## config.mk

```make
export PLATFORM = sky130hd
export DESIGN_NAME = hazard_unit
export DESIGN_NICKNAME = d
export VERILOG_FILES = /design/src/rtl/hazard_pkg.sv /design/src/rtl/hazard_fwd_sel.sv /design/src/rtl/hazard_load_use.sv /design/src/rtl/hazard_flush.sv /design/src/rtl/hazard_unit.sv
export SDC_FILE = /design/constraint.sdc
export NUM_CORES = 1
export LEC_CHECK = 0
export CELL_PAD_IN_SITES_DETAIL_PLACEMENT = 0
export CELL_PAD_IN_SITES_GLOBAL_PLACEMENT = 1
export CORE_MARGIN = 2
export CORE_UTILIZATION = 21
export DETAILED_ROUTE_END_ITERATION = 12
export GPL_ROUTABILITY_DRIVEN = 0
export PLACE_DENSITY = 0.91
export RECOVER_POWER = 25
export SYNTH_ARGS = -nofsm -noshare
export SYNTH_HDL_FRONTEND = slang
export SYNTH_SLANG_ARGS = --single-unit
```

## constraint.sdc

```tcl
create_clock -name vclk -period 2.85
set_input_delay 0.57 -clock vclk [all_inputs]
set_output_delay 0.57 -clock vclk [all_outputs]
set_load 0.01 [all_outputs]
```

## src/rtl/hazard_pkg.sv

```systemverilog
package hazard_pkg;
  typedef enum logic [1:0] {
    FWD_RF  = 2'b00,
    FWD_WB  = 2'b01,
    FWD_MEM = 2'b10
  } fwd_sel_e;
endpackage

```

## src/rtl/hazard_fwd_sel.sv

```systemverilog
module hazard_fwd_sel
  import hazard_pkg::*;
#(
  parameter int REG_W = 5
) (
  input  logic [REG_W-1:0] src_i,
  input  logic [REG_W-1:0] mem_rd_i,
  input  logic             mem_wr_i,
  input  logic [REG_W-1:0] wb_rd_i,
  input  logic             wb_wr_i,
  output fwd_sel_e         sel_o
);
  logic src_live, hit_mem, hit_wb;

  assign src_live = |src_i;
  assign hit_mem  = src_live && mem_wr_i && (mem_rd_i == src_i);
  assign hit_wb   = src_live && wb_wr_i  && (wb_rd_i  == src_i);

  // younger result wins
  always_comb begin
    if (hit_mem)     sel_o = FWD_MEM;
    else if (hit_wb) sel_o = FWD_WB;
    else             sel_o = FWD_RF;
  end
endmodule

```

## src/rtl/hazard_load_use.sv

```systemverilog
module hazard_load_use #(
  parameter int REG_W = 5,
  parameter int N_SRC = 2
) (
  input  logic [REG_W-1:0] id_src_i [N_SRC],
  input  logic [REG_W-1:0] ex_rd_i,
  input  logic             ex_load_i,
  output logic             stall_o
);
  logic [N_SRC-1:0] hit;

  for (genvar g = 0; g < N_SRC; g++) begin : g_cmp
    assign hit[g] = (id_src_i[g] == ex_rd_i);
  end

  assign stall_o = ex_load_i && (|ex_rd_i) && (|hit);
endmodule

```

## src/rtl/hazard_flush.sv

```systemverilog
module hazard_flush (
  input  logic br_taken_i,
  input  logic stall_i,
  output logic flush_o
);
  // a stalled branch is re-evaluated next cycle
  assign flush_o = br_taken_i && !stall_i;
endmodule

```

## src/rtl/hazard_unit.sv

```systemverilog
module hazard_unit
  import hazard_pkg::*;
#(
  parameter int REG_W = 5
) (
  input  logic [REG_W-1:0] ex_rs_i,
  input  logic [REG_W-1:0] ex_rt_i,
  input  logic [REG_W-1:0] id_rs_i,
  input  logic [REG_W-1:0] id_rt_i,
  input  logic [REG_W-1:0] ex_rd_i,
  input  logic             ex_load_i,
  input  logic [REG_W-1:0] mem_rd_i,
  input  logic             mem_wr_i,
  input  logic [REG_W-1:0] wb_rd_i,
  input  logic             wb_wr_i,
  input  logic             br_taken_i,
  output logic [1:0]       fwd_a_o,
  output logic [1:0]       fwd_b_o,
  output logic             pc_hold_o,
  output logic             ifid_hold_o,
  output logic             idex_bubble_o,
  output logic             ifid_flush_o
);
  localparam int N_OPS = 2;

  logic [REG_W-1:0] ex_src [N_OPS];
  logic [REG_W-1:0] id_src [N_OPS];
  fwd_sel_e         sel    [N_OPS];
  logic             stall;

  assign ex_src[0] = ex_rs_i;
  assign ex_src[1] = ex_rt_i;
  assign id_src[0] = id_rs_i;
  assign id_src[1] = id_rt_i;

  for (genvar g = 0; g < N_OPS; g++) begin : g_op
    hazard_fwd_sel #(.REG_W(REG_W)) i_sel (
      .src_i    (ex_src[g]),
      .mem_rd_i (mem_rd_i),
      .mem_wr_i (mem_wr_i),
      .wb_rd_i  (wb_rd_i),
      .wb_wr_i  (wb_wr_i),
      .sel_o    (sel[g])
    );
  end

  assign fwd_a_o = sel[0];
  assign fwd_b_o = sel[1];

  hazard_load_use #(.REG_W(REG_W), .N_SRC(N_OPS)) i_lu (
    .id_src_i  (id_src),
    .ex_rd_i   (ex_rd_i),
    .ex_load_i (ex_load_i),
    .stall_o   (stall)
  );

  hazard_flush i_fl (
    .br_taken_i (br_taken_i),
    .stall_i    (stall),
    .flush_o    (ifid_flush_o)
  );

  assign pc_hold_o     = stall;
  assign ifid_hold_o   = stall;
  assign idex_bubble_o = stall;
endmodule

```

# After elaboration in Yosys (flattened, before gate mapping)

Cells that the tools add are included.

Register bits: 0
Word-level logic and storage cells: 26
Input bits: 39
Output and inout bits: 8

Reductions and logical operators: 16
Multiplexer cells: 4
Equality and inequality tests: 6

Operators with widths:

| kind               | count |
|---|---|
| 5-bit == test      | 6 |
| 5-bit OR reduction | 3 |
| 1-bit logical AND  | 11 |
| 2-bit two-way mux  | 2 |
| 1-bit two-way mux  | 2 |
| 2-bit OR reduction | 1 |
| 1-bit logical NOT  | 1 |

# Depth between registers and ports, before layout

Depth after elaboration: 5
Mapped depth: 5
Mapped depth without buffers: 4

# By module

Synthesis repeated with hierarchy kept, for this count alone.

Cells, all modules: 58
Area, all modules: 446.7 µm²

Modules (own cells, without submodules):

| module          | area each (µm²) | cells each | sequential area each (µm²) | times used |
|---|---|---|---|---|
| hazard_fwd_sel  | 146.4           | 19         | 0.0                        | 2 |
| hazard_load_use | 125.1           | 17         | 0.0                        | 1 |
| hazard_unit     | 15.0            | 2          | 0.0                        | 1 |
| hazard_flush    | 13.8            | 1          | 0.0                        | 1 |

# Worst setup path before layout

OpenSTA, ideal clock, no wires.

Path kind: in2out
Start point: input port ex_rs_i[0]
End point: output port fwd_a_o[0]
Setup slack: 0.667 ns
Arrival time: 1.613 ns
Path buffers: 0
Required time: 2.280 ns
Cell stages on the path: 4
Cell sequence: or4_4 -> nor2_4 -> nor4_2 -> nor4_2

Elaborated cells between the ends (all ways): 9
Those cells by class: eq/ne (2); mux (2); reduce/logical (5)

RTL lines:

| what                      | RTL line             | RTL |
|---|---|---|
| start: declaration        | hazard_unit.sv:6     | `input logic [REG_W-1:0] ex_rs_i,` |
| 5-bit OR reduction        | hazard_fwd_sel.sv:15 | `assign src_live = \|src_i;` |
| 1-bit logical AND         | hazard_fwd_sel.sv:16 | `assign hit_mem = src_live && mem_wr_i && (mem_rd_i == src_i);` |
| 1-bit logical AND (*)     | hazard_fwd_sel.sv:16 |  |
| via g_op[0].i_sel.hit_mem | hazard_fwd_sel.sv:13 | `logic src_live, hit_mem, hit_wb;` |
| 2-bit two-way mux (*)     | hazard_fwd_sel.sv:21 | `if (hit_mem) sel_o = FWD_MEM;` |
| end: declaration          | hazard_unit.sv:17    | `output logic [1:0] fwd_a_o,` |

The timed path passes the listed nets; every way through them passes the cells marked *.

# Final worst setup path

Start point: input port ex_rt_i[1]
End point: output port fwd_b_o[0]

Longest elaborated chain between the ends: 5
Elaborated cells between the ends (all ways): 9
Those cells by class: eq/ne (2); mux (2); reduce/logical (5)

Ends and longest elaborated chain:

| what                           | RTL line             | RTL |
|---|---|---|
| start: declaration             | hazard_unit.sv:7     | `input logic [REG_W-1:0] ex_rt_i,` |
| 5-bit OR reduction             | hazard_fwd_sel.sv:15 |  |
| 1-bit logical AND (2 in a row) | hazard_fwd_sel.sv:17 | `assign hit_wb = src_live && wb_wr_i && (wb_rd_i == src_i);` |
| 1-bit two-way mux              | hazard_fwd_sel.sv:22 | `else if (hit_wb) sel_o = FWD_WB;` |
| 2-bit two-way mux (*)          | hazard_fwd_sel.sv:21 |  |
| end: declaration               | hazard_unit.sv:18    | `output logic [1:0] fwd_b_o,` |

Every way passes the cells marked *; elsewhere a longest branch is shown, timed or not.

==> summary.txt <==
Setup path
  – Worst EP required: between 2 and 2.5 ns
  – Crit start category: input pin
  – Cell mode on critical path: nor4_2
  – Worst stage delay on the critical path: between 0.5 and 0.6 ns
  – Worst setup EP type: output pin
  – Class of the most critical setup path: input pin to output pin
  – Crit-path max FO: 2
  – Worst Path Buf+Inv: 3
  – Crit path arrival time: approximately 2.2 ns
  – CP Cell Sequence: clkdlybuf4s50_1 -> or4_4 -> nor2_4 -> nor4_2 -> buf_4 -> nor4_2 -> buf_2
  – Cell family with most CP delay: simple AND/OR/NAND/NOR gates
  – Max stage delay cell, worst path: or4_4

Timing
  – Tightest Pin Transition: 0.302 ns
  – Fmax: between 0.3 and 0.4 GHz
  – RSZ-0062 raised after global routing: true
  – Relative slew margins: between 70 and 80%
  – Final setup fails: 0
  – Hold WS: approximately 1.8 ns
  – Final min period: around 2.8 ns
  – Setup slack after layout: roughly 0.053 ns
  – Hold Fails Final Rpt: 0
  – Max Slew Vio Count: 0
  – Part of the cycle the worst path needs: 98.2%

Drt
  – Initial DRC Count: 2
  – Via count: 634
  – Via-to-Cell Ratio: 4.37
  – Drc violations: 0
  – ANT nets after route: 0
  – Post-Route WL: ~1.6 mm
  – Wire length per cell: between 10 and 15 um
  – Drt pass-1 iters: 4

Synth
  – Post-Syn Nets: a little under 100
  – Post-Synth XOR/XNOR Area: between 50% and 60%
  – Post-Syn Area: about 470 um2
  – Simple-gate portion of the synthesized area: approximately 35%
  – Netlist cell types: 15
  – Compound-cell area share of the yosys netlist: under 10%
  – Mux share of post-synthesis cell area: 0%
  – Largest cells by area after synthesis: xnor2_1, nor4_2, xor2_1
  – Ys Warns: 0
  – Cells after synthesis: 59
  – Adder-Cell Fraction of Synth Area: 0%
  – Largest area contributor in the netlist: xnor2_1
  – Top cell type's share of synthesized area: about half
  – Synthesized area per cell: 8.02 um2
  – Register area share after synthesis: 0%
  – Main combinational cell family by area after synthesis: XOR/XNOR gates

Finish
  – Fill cells: 223
  – FF+latch count: 0
  – Sequential cell area: 0 um2
  – Clkbuf count: 0
  – Synthesis-to-finish area growth: 123%
  – Commonest non-fill, non-tap cell in the layout: clkdlybuf4s50_1
  – Commonest non-fill, non-tap cells in the layout: clkdlybuf4s50_1, xnor2_1, buf_4, nand2_1
  – Final non-filler cell total: approximately 150
  – ANT cells: 0
  – Fin nets: 158
  – Share of cells above drive strength 1: between 20% and 30%

Placed design
  – Cell total after placement: roughly 140
  – Pre-CTS setup slack: -0.271 ns
  – DP HPWL: around 1.5 mm
  – # port buffers: 47

Global route
  – Largest net degree at the start of global routing: 4
  – Vias in the first global route: 631
  – Global-route wire length before repair: 2.58 mm
  – Initial antenna violation count: 0
  – GRT overflow: 0
  – All-Layer GR Usage: 12.5%

Floorplan
  – Core Footprint: roughly 2200 um2
  – Die width: ~51 um
  – Die span in y: between 50 and 60 um
  – Starting density of the core: approximately 22%
  – Cell row count: 17
  – Ports: 47
  – Die ar.: 2650 um2

Power and ir drop
  – Worst vdd ir: just under 0.07 mV
  – Total Power: around 0.00014 W
  – PD cells: roughly 140 nW/um2
  – Leakage Power: about 0.42 nW

Outcome
  – Status: finished, final reports clean

Job
  – # Max-Cap Violations: 0

Clock network
  – CTS hold repair buffers: 0

Min path
  – Worst Hold Class: input pin to output pin
==> power by group <==
part / switching (W) / leakage (nW) / internal [W]
registers: 0 / 0 / 0
clock network: 0 / 0 / 0
logic: 0.0000506 / 0.425 / 0.0000925
total: 0.0000506 / 0.425 / 0.0000925
==> final timing paths <==
| kind | from | endpoint | slack, ns | cells after the start |
|---|---|---|---|---|
| max | ex_rt_i[1] | fwd_b_o[0] | 0.05 | 7 |
| min | wb_wr_i | fwd_a_o[0] | 1.81 | 4 |
==> layout make-up <==
class	instances	area (um2)	share of cell area (%)
timing repair buffer	62	571	54.1
multi-input combinational	54	445	42.2
tap	28	35.0	3.32
inverter	1	3.75	0.356
==> worst min-delay path, cell delays in order <==
cell and delay (ns):
clkdlybuf4s50_1 0.43, nand2_1 0.08, nor4_2 0.05, clkbuf_2 0.11
==> cells in the mapped netlist, drive strengths merged <==
library cell,count
nand3,2
xor2,4
nor4,4
nor3,1
nand4,4
xnor2,26
buf,4
a31oi,1
or4,2
nand2,5
inv,1
nor2,3
and3,1
o22ai,1
==> routing by layer <==
metal	GRT usage, %	part of all wire (%)	wire, um
met5	0	0	0
met4	0	0	0
met3	2.92	15	234
met2	25.4	50	805
met1	13.5	36	573
==> timing repair <==
| action | CTS | global route |
|---|---|---|
| gates resized for setup | 9 | 6 |
| setup buffers | 1 | 0 |
| pin swaps | 2 | 0 |
| endpoints found under the setup margin | 7 | 4 |
==> cell families after synthesis <==
logic type | Yosys count
compound gates | 2
buf+inv | 5
xor+xnor | 30
simple gates | 22
==> metrics by stage <==
stage	utilization (%)	instance area (um2)	setup TNS, ns
2_1_floorplan	-	473	0
4_1_cts	48.6	1050	-0.0784
3_5_place_dp	48.6	1050	-0.830
3_3_place_gp	48.6	1050	-0.755
5_1_grt	48.6	1050	-0.0475
6_report	48.6	1050	0
(Power assumes the default switching activity.)
